$ cat config.mk
export PLATFORM = sky130hd
export DESIGN_NAME = dpcm_lane_encoder
export DESIGN_NICKNAME = d
export VERILOG_FILES = /design/src/rtl/dpcm_pkg.sv /design/src/rtl/dpcm_predict.sv /design/src/rtl/dpcm_category.sv /design/src/rtl/dpcm_codeform.sv /design/src/rtl/dpcm_lane_encoder.sv
export SDC_FILE = /design/constraint.sdc
export NUM_CORES = 1
export LEC_CHECK = 0
export BUFFER_PORTS_ARGS = -buffer_cell sky130_fd_sc_hd__buf_2
export CORE_AREA = 3 3 247 249
export DETAILED_ROUTE_END_ITERATION = 16
export DIE_AREA = 0 0 250 252
export HOLD_SLACK_MARGIN = 0.05
export PLACE_DENSITY = 0.71
export SLEW_MARGIN = 15
export SYNTH_ARGS = -nofsm -noshare
export SYNTH_HDL_FRONTEND = slang
export SYNTH_HIERARCHICAL = 1
export SYNTH_SLANG_ARGS = --single-unit
$ cat constraint.sdc
create_clock -name clk -period 4.65 [get_ports clk]
set_clock_uncertainty 0.1 [all_clocks]
set_input_delay 0.93 -clock clk [delete_from_list [all_inputs] [get_ports clk]]
set_output_delay 0.93 -clock clk [all_outputs]
set_load 0.1 [all_outputs]
$ cat src/rtl/dpcm_pkg.sv
// Shared constants and the fixed prefix table for the differential encoder.
// Assumes classes fit in 0..16; only 0..PIX_W are reachable at run time.
package dpcm_pkg;

    // Prefix length for a magnitude class (fixed table, R3)
    function automatic int pfx_len(input int cat);
        return (cat < 6) ? 3 : cat - 2;
    endfunction

    // Prefix bit pattern for a magnitude class (fixed table, R3)
    function automatic int pfx_val(input int cat);
        return (cat < 6) ? cat : ((1 << (cat - 2)) - 2);
    endfunction

endpackage

$ cat src/rtl/dpcm_predict.sv
// Stage 1: forms each lane's prediction and the modulo 2^DIFF_W difference.
// Lane k>0 uses lane k-1 of the same beat. Lane 0 uses the stored last pixel
// of the previous accepted beat, or mid-scale at line start.
// Assumes adv low means the whole pipeline holds.
module dpcm_predict #(
    parameter int LANES  = 6,
    parameter int PIX_W  = 12,
    parameter int DIFF_W = 16
) (
    input  logic                    clk,
    input  logic                    rst_n,
    input  logic                    adv,
    input  logic                    in_valid,
    input  logic                    in_sol,
    input  logic [LANES*PIX_W-1:0]  in_pix,
    output logic                    s1_valid,
    output logic [LANES*DIFF_W-1:0] s1_diff
);
    localparam logic [PIX_W-1:0] MID = {1'b1, {(PIX_W-1){1'b0}}};

    logic [PIX_W-1:0]        last_pix;
    logic [LANES*DIFF_W-1:0] diff_c;

    for (genvar k = 0; k < LANES; k++) begin : g_lane
        logic [PIX_W-1:0] pred;
        if (k == 0) begin : g_first
            // Lane 0 prediction: mid-scale at line start, else carried pixel
            always_comb pred = in_sol ? MID : last_pix;
        end else begin : g_rest
            // Lane k prediction: left neighbour inside the beat
            always_comb pred = in_pix[(k-1)*PIX_W +: PIX_W];
        end
        // Difference modulo 2^DIFF_W
        always_comb diff_c[k*DIFF_W +: DIFF_W] =
            DIFF_W'(in_pix[k*PIX_W +: PIX_W]) - DIFF_W'(pred);
    end

    // Stage register and cross-beat predictor memory
    always_ff @(posedge clk) begin
        if (!rst_n) begin
            s1_valid <= 1'b0;
            s1_diff  <= '0;
            last_pix <= MID;
        end else if (adv) begin
            s1_valid <= in_valid;
            s1_diff  <= in_valid ? diff_c : '0;
            if (in_valid) last_pix <= in_pix[(LANES-1)*PIX_W +: PIX_W];
        end
    end
endmodule

$ cat src/rtl/dpcm_category.sv
// Stage 2: magnitude class (bit length of |difference|) for every lane.
// Assumes differences are two's complement DIFF_W-bit values.
module dpcm_category #(
    parameter int LANES  = 6,
    parameter int DIFF_W = 16,
    parameter int CAT_W  = 5
) (
    input  logic                    clk,
    input  logic                    rst_n,
    input  logic                    adv,
    input  logic                    s1_valid,
    input  logic [LANES*DIFF_W-1:0] s1_diff,
    output logic                    s2_valid,
    output logic [LANES*DIFF_W-1:0] s2_diff,
    output logic [LANES*CAT_W-1:0]  s2_cat
);
    logic [LANES*CAT_W-1:0] cat_c;

    for (genvar k = 0; k < LANES; k++) begin : g_lane
        logic [DIFF_W-1:0] d;
        logic [DIFF_W-1:0] mag;
        // Absolute value and its bit length
        always_comb begin
            d   = s1_diff[k*DIFF_W +: DIFF_W];
            mag = d[DIFF_W-1] ? (DIFF_W'(0) - d) : d;
            cat_c[k*CAT_W +: CAT_W] = '0;
            for (int b = 0; b < DIFF_W; b++)
                if (mag[b]) cat_c[k*CAT_W +: CAT_W] = CAT_W'(b + 1);
        end
    end

    // Stage register
    always_ff @(posedge clk) begin
        if (!rst_n) begin
            s2_valid <= 1'b0;
            s2_diff  <= '0;
            s2_cat   <= '0;
        end else if (adv) begin
            s2_valid <= s1_valid;
            s2_diff  <= s1_diff;
            s2_cat   <= cat_c;
        end
    end
endmodule

$ cat src/rtl/dpcm_codeform.sv
// Stage 3: prefix lookup from the fixed table, field truncation and
// assembly of right-aligned lane code words with lengths.
// Assumes classes never exceed PIX_W.
module dpcm_codeform #(
    parameter int LANES  = 6,
    parameter int PIX_W  = 12,
    parameter int DIFF_W = 16,
    parameter int CAT_W  = 5,
    parameter int CODE_W = 24,
    parameter int LEN_W  = 5
) (
    input  logic                    clk,
    input  logic                    rst_n,
    input  logic                    adv,
    input  logic                    s2_valid,
    input  logic [LANES*DIFF_W-1:0] s2_diff,
    input  logic [LANES*CAT_W-1:0]  s2_cat,
    output logic                    out_valid,
    output logic [LANES*CODE_W-1:0] out_code,
    output logic [LANES*LEN_W-1:0]  out_len
);
    import dpcm_pkg::*;

    logic [LANES*CODE_W-1:0] code_c;
    logic [LANES*LEN_W-1:0]  len_c;

    for (genvar k = 0; k < LANES; k++) begin : g_lane
        logic [CAT_W-1:0]  cat;
        logic [DIFF_W-1:0] d;
        logic [DIFF_W-1:0] adj;
        logic [CODE_W-1:0] pval;
        logic [CODE_W-1:0] mask;
        logic [LEN_W-1:0]  plen;
        // Fixed prefix table selected by class
        always_comb begin
            cat  = s2_cat[k*CAT_W +: CAT_W];
            plen = '0;
            pval = '0;
            for (int c = 0; c <= PIX_W; c++)
                if (cat == CAT_W'(c)) begin
                    plen = LEN_W'(pfx_len(c));
                    pval = CODE_W'(pfx_val(c));
                end
        end
        // Field: value itself, or one's complement of |d| (= d-1) if negative
        always_comb begin
            d    = s2_diff[k*DIFF_W +: DIFF_W];
            adj  = d[DIFF_W-1] ? (d - DIFF_W'(1)) : d;
            mask = (CODE_W'(1) << cat) - CODE_W'(1);
            code_c[k*CODE_W +: CODE_W] = (pval << cat) | (CODE_W'(adj) & mask);
            len_c[k*LEN_W +: LEN_W]    = plen + LEN_W'(cat);
        end
    end

    // Output register; idle beats leave all fields zero
    always_ff @(posedge clk) begin
        if (!rst_n) begin
            out_valid <= 1'b0;
            out_code  <= '0;
            out_len   <= '0;
        end else if (adv) begin
            out_valid <= s2_valid;
            out_code  <= s2_valid ? code_c : '0;
            out_len   <= s2_valid ? len_c : '0;
        end
    end
endmodule

$ cat src/rtl/dpcm_lane_encoder.sv
// Top: six-lane lossless differential encoder, three lock-step stages.
// Assumes the producer holds a stalled beat and re-presents it later.
module dpcm_lane_encoder #(
    parameter int LANES  = 6,
    parameter int PIX_W  = 12,
    parameter int DIFF_W = 16
) (
    input  logic                                     clk,
    input  logic                                     rst_n,
    input  logic                                     stall,
    input  logic                                     in_valid,
    input  logic                                     in_sol,
    input  logic [LANES*PIX_W-1:0]                   in_pix,
    output logic                                     out_valid,
    output logic [LANES*2*PIX_W-1:0]                 out_code,
    output logic [LANES*$clog2(2*PIX_W+1)-1:0]       out_len
);
    localparam int CODE_W = 2 * PIX_W;
    localparam int LEN_W  = $clog2(CODE_W + 1);
    localparam int CAT_W  = $clog2(DIFF_W + 1);

    logic                    adv;
    logic                    s1_valid, s2_valid;
    logic [LANES*DIFF_W-1:0] s1_diff, s2_diff;
    logic [LANES*CAT_W-1:0]  s2_cat;

    // Single advance enable shared by every stage
    always_comb adv = ~stall;

    dpcm_predict #(.LANES(LANES), .PIX_W(PIX_W), .DIFF_W(DIFF_W)) u_pred (
        .clk(clk), .rst_n(rst_n), .adv(adv), .in_valid(in_valid),
        .in_sol(in_sol), .in_pix(in_pix), .s1_valid(s1_valid), .s1_diff(s1_diff));

    dpcm_category #(.LANES(LANES), .DIFF_W(DIFF_W), .CAT_W(CAT_W)) u_cat (
        .clk(clk), .rst_n(rst_n), .adv(adv), .s1_valid(s1_valid),
        .s1_diff(s1_diff), .s2_valid(s2_valid), .s2_diff(s2_diff), .s2_cat(s2_cat));

    dpcm_codeform #(.LANES(LANES), .PIX_W(PIX_W), .DIFF_W(DIFF_W), .CAT_W(CAT_W),
                    .CODE_W(CODE_W), .LEN_W(LEN_W)) u_code (
        .clk(clk), .rst_n(rst_n), .adv(adv), .s2_valid(s2_valid),
        .s2_diff(s2_diff), .s2_cat(s2_cat), .out_valid(out_valid),
        .out_code(out_code), .out_len(out_len));
endmodule

* Yosys cells after proc, flatten, opt, wreduce, memory -nomap -nowiden
Index checks and enable logic that the tools add are counted.
** Word-level totals
- Output and inout bits :: 175
- Bits in registers :: 411
- Input port bits :: 77
- Logic and storage cells :: 405
** Cells by class
- Shift-type cells :: 12
- Multiplexer cells :: 262
- Reduce and logical (&&, ||, !) cells :: 7
- Eq/ne operators :: 72
- Bitwise gates (word level) :: 13
- Add/subtract/negate cells :: 30
** Operators by type and width (count)
- two-way mux 4 bit :: 72
- two-way mux 16 bit :: 12
- two-way mux 3 bit :: 60
- equality test 5 x 4 -> 1 bit (second input constant) :: 30
- AND 16 x 24 -> 24 bit :: 6
- two-way mux 144 bit :: 1
- bitwise OR 24 bit :: 6
- left shift 1 x 5 -> 24 bit (first input constant) :: 6
- left shift 10 x 5 -> 24 bit :: 6
- subtractor 24 x 2 -> 24 bit (second input constant) :: 6
- equality test 5 x 3 -> 1 bit (second input constant) :: 24
- two-way mux 2 bit :: 60
- two-way mux 96 bit :: 1
- subtractor 1 x 16 -> 16 bit (first input constant) :: 6
- subtractor 16 x 1 -> 16 bit (second input constant) :: 6
- subtractor 12 x 12 -> 13 bit :: 6
- equality test 5 x 2 -> 1 bit (second input constant) :: 12
- two-way mux 10 bit :: 6
- two-way mux 5 bit :: 12
- two-way mux 9 bit :: 6
- two-way mux 8 bit :: 6
- two-way mux 7 bit :: 6
- two-way mux 6 bit :: 6
- adder 4 x 5 -> 5 bit :: 6
- other kinds (7) :: 28

* Longest topological paths before layout
- Depth in word-level cells :: 18
- Gate-level depth with buffers :: 13
- Gate-level depth less buffers :: 11

* Modules after synthesis
The synthesis kept the hierarchy.
** Modules (own cells, without submodules)
- dpcm_codeform :: sequential area each 3503.4 um^2, cells each 1558, area an instance 11697.5 um^2, times used 1
- dpcm_category :: sequential area each 2542.4 um^2, cells each 1132, area an instance 8752.1 um^2, times used 1
- dpcm_predict :: sequential area each 1821.7 um^2, cells each 815, area an instance 6641.4 um^2, times used 1
- dpcm_lane_encoder :: sequential area each 0.0 um^2, cells each 1, area an instance 3.8 um^2, times used 1

* Least setup slack after synthesis
Ideal clock, no wire load.
- Path type :: in2reg
- Start :: in in_pix[60]
- End :: reg u_pred.s1_diff[94]
- Required time :: 4.449 ns
- Stages on the path :: 10
- Data arrival time :: 2.575 ns
- Path slack :: 1.874 ns
- Buffers on the path :: 0
- Library setup time :: 0.101 ns
- Cells stage by stage :: inv_1 ha_1 inv_1 fa_1 a21oi_1 nor2_1 a211oi_2 a21oi_1 and4_1 o41ai_1
** Between the ends
- Longest elaborated chain between the ends :: 2
** Ends and longest elaborated chain
- start: declaration :: line dpcm_lane_encoder.sv:13 : input logic [LANES*PIX_W-1:0] in_pix,
- subtractor 12 x 12 -> 13 bit :: line dpcm_predict.sv:35 : DIFF_W'(in_pix[k*PIX_W +: PIX_W]) - DIFF_W'(pred);
- two-way mux 96 bit :: line dpcm_predict.sv:46 : s1_diff <= in_valid ? diff_c : '0;
- end signal: assignment :: line dpcm_predict.sv:46
- end: declaration :: line dpcm_predict.sv:17 : output logic [LANES*DIFF_W-1:0] s1_diff
Every way passes these cells.
A chain may end at the register's enable or synchronous reset.

* Final worst setup path
- Start :: reg u_pred.s1_diff[35]
- End :: reg u_cat.s2_cat[11]
** Between the ends
- Longest elaborated chain between the ends :: 15
** Ends and longest elaborated chain
- subtractor 1 x 16 -> 16 bit :: line dpcm_category.sv:25 : mag = d[DIFF_W-1] ? (DIFF_W'(0) - d) : d;
- two-way mux 16 bit * :: line dpcm_category.sv:25
- two-way mux 3 bit (4 in series) :: line dpcm_category.sv:28 : if (mag[b]) cat_c[k*CAT_W +: CAT_W] = CAT_W'(b + 1);
- two-way mux 4 bit (8 in series) :: line dpcm_category.sv:28
- two-way mux 5 bit * :: line dpcm_category.sv:28
- end signal: assignment :: line dpcm_category.sv:41 : s2_cat <= cat_c;
- end: declaration :: line dpcm_category.sv:15 : output logic [LANES*CAT_W-1:0] s2_cat
Mark *: on every way between the ends. The rest lies on a longest branch, timed or not.

==> flow_summary.ini <==
[run_status]
outcome = finished, final reports clean

[finish]
nets = 3786
antenna_cells = 0
final_util_pct = 51.3
drive_gt1_share_pct = 13.0
area_growth_pct = 11.6

[grt]
grt_start_max_net_pins = 91
grt_pass1_vias = 22800
grt-ovfl-total = 0
grt_usage_pct = 24.8
grt_pass1_wl_um = 129000
antenna_found_initial = 0

[placement]
io_buffers = 251
gp_congestion = 0.943
preCtsSetupSlack_ps = 1390
dp_hpwl_um = 59700

[timing]
setup_viol = 0
worstMarginPinSlew_ps = 1060
period_needed_ps = 3120
grt_setup_unrepaired = false
fin_ws_ps = 1530
fmax_mhz = 320
fin_crit_sh_pct = 67.1
tns_ps = 0
slew_viol_final = 0
hold_viol_final = 0
slew_headroom_pct = 29.2

[logic_synthesis]
synth_top_cell_by_area = dfxtp_1
yosysSeqAreaShare_pct = 29.0
synth-async-reset-ratio_pct = 0
ys_ff_latch = 393
syn_nets = 3710
synth_top_area_share_pct = 29.0
synth_area_um2 = 27100
synth_most_common_cell = dfxtp_1
ys_top_cells_by_count = dfxtp_1 (393), nor2_1 (371), nand2_1 (301)
yosysUniqueCellTypes = 108
synth_ff_type = dfxtp_1
ys_warn_count = 6
syn_inst = 3506
avgSynthCellArea_um2 = 7.73
synthTopCellsByArea = dfxtp_1 (29%), ha_1 (5.3%), nor2_1 (5.1%), mux2i_1 (4.2%), a21oi_1 (4.2%)
synth_edf_count = 0

[pwr]
switchingPower_uw = 3700
p_int_uw = 7000
p_per_area_nw_per_um2 = 354
leakage_uw = 0.0126
seqPwrFrac_pct = 36.0
switching_share_pct = 34.6
clkPwrFrac_pct = 36.8
ir_drop_v = 0.000260
combPwrFrac_pct = 27.3

[floorplanning]
pin_count = 252
rows = 89
core_area_um2 = 58900
die_w_um = 250
die_h_um = 252
initial_core_util_pct = 46.0
dieArea_um2 = 63000

[routing]
drt-total-wl_um = 82900
vias_per_cell = 6.01
firstDrtPassIters = 7
drt_iter0_drc = 3350
vias = 26400
remaining_drc_errors = 0
wl_per_cell_um = 18.9
antenna_violating_nets_post_route = 0

[hold_path]
hold_path_depth = 2
min_path_type = reg2reg

[clocking]
cts_root_buf = clkbuf_16
cts_tree = built
ctsResizeCount = 0
path_clk_slew_ps = 60
clock_sinks = 393
cts_htree_levels = 2
cts_buffer_depth = 3
clk-insertion-delay-late_ps = 600
cts_setup_buffers = 0
cts_hold_buf = 0
numCtsBuffers = 46

[critical_path]
r2r_cells = 6
startpoint_type = flip-flop
end_kind = flip-flop
rrSetupSlack_ps = 1530
reg2reg_from = u_pred/s1_diff[35]
r2r-end = u_cat/s2_cat[11]
crit_path_end = u_cat/s2_cat[11]
crit_path_start = u_pred/s1_diff[35]
required_ps = 5080
crit_fanout = 13
cp.arrival_ps = 3550
crit_type = reg2reg

[flow_run]
cap_violations = 0
==> kinds of logic after synthesis <==
| group | share of synthesized area (%) |
|---|---|
| compound gates | 24.5 |
| xor+xnor | 5.37 |
| fa+ha+maj | 6.20 |
| buf+inv | 6.08 |
| flops | 29.0 |
| mux | 4.80 |
| simple gates | 24.1 |
==> critical path, cell delays in order (launching register included) <==
cell and delay (ps):
dfxtp_1 500, nor3_1 690, nand4_1 240, o311ai_0 780, a21boi_0 380, o21ai_0 210, a21oi_1 150
==> flip-flops by register name, summed over array words and instances (netlist names) <==
register and count:
u_cat/s2_cat 30, u_cat/s2_diff 96, u_cat/s2_valid 1, u_code/out_code 144, u_code/out_len 30, u_code/out_valid 1, u_pred/last_pix 12, u_pred/s1_diff 78
u_pred/s1_valid 1
==> layout by cell type, fill, tap and decap left out, types with 37 or more instances in the layout <==
master / instances
or3_1: 37
a22oi_1: 38
clkbuf_16: 47
xor2_1: 71
nor2_1: 369
nand2b_1: 65
dfxtp_1: 393
o21ai_1: 40
o31ai_1: 37
xnor2_1: 95
nor3_1: 90
o21a_1: 51
nor2b_1: 102
inv_1: 151
o21ai_0: 198
ha_1: 115
nand3_1: 67
a21oi_1: 227
buf_2: 250
mux2i_1: 115
nand2_1: 299
==> cell type report <==
class | instances | area, um^2
sequential | 393 | 7870
tap | 773 | 967
timing repair buffer | 287 | 1570
inverter | 157 | 599
clock buffer | 58 | 1240
fill | 5708 | 28700
multi-input combinational | 2697 | 17600
clock inverter | 27 | 384
==> metrics by stage <==
| stage | cells | power, uW | hold slack, ps | instance area [um^2] |
|---|---|---|---|---|
| final | 4392 | 10700 | 352 | 30200 |
| after global routing | 4392 | 11200 | 371 | 30200 |
| after CTS | 4392 | 10700 | 352 | 30200 |
| after detailed placement | 4307 | 6740 | 340 | 28600 |
| after global placement | 4307 | 6710 | 331 | 28600 |
| after floorplan | 3506 | 6070 | 324 | 27100 |
==> metal layers <==
metal,track usage (%),part of all wire (%),routed length (um),up-vias
li1,-,-,-,12800
met1,38.9,50,41200,12400
met2,34.8,40,33100,1147
met3,3.43,7.8,6450,115
met4,6.76,2.7,2200,0
met5,0,0,0,-
==> power by group through the flow <==
stage          sequential [uW]  clock (uW)  combinational, uW
2_1_floorplan             3730           0               2350
6_report                  3850        3930               2920
4_1_cts                   3830        4010               2850
3_3_place_gp              3900           0               2800
3_5_place_dp              3910           0               2830
5_1_grt                   3880        4150               3220
==> worst min-delay path by stage <==
stage                             from                 end
floorplan           u_pred/s1_diff[85]  u_pred/s1_diff[85]
global placement     u_code/out_len[3]   u_code/out_len[3]
detailed placement  u_code/out_len[19]  u_code/out_len[19]
CTS                 u_pred/last_pix[0]  u_pred/last_pix[0]
global route         u_code/out_len[4]   u_code/out_len[4]
finish              u_pred/last_pix[0]  u_pred/last_pix[0]
Note: power is estimated with default switching activity, not from simulation.
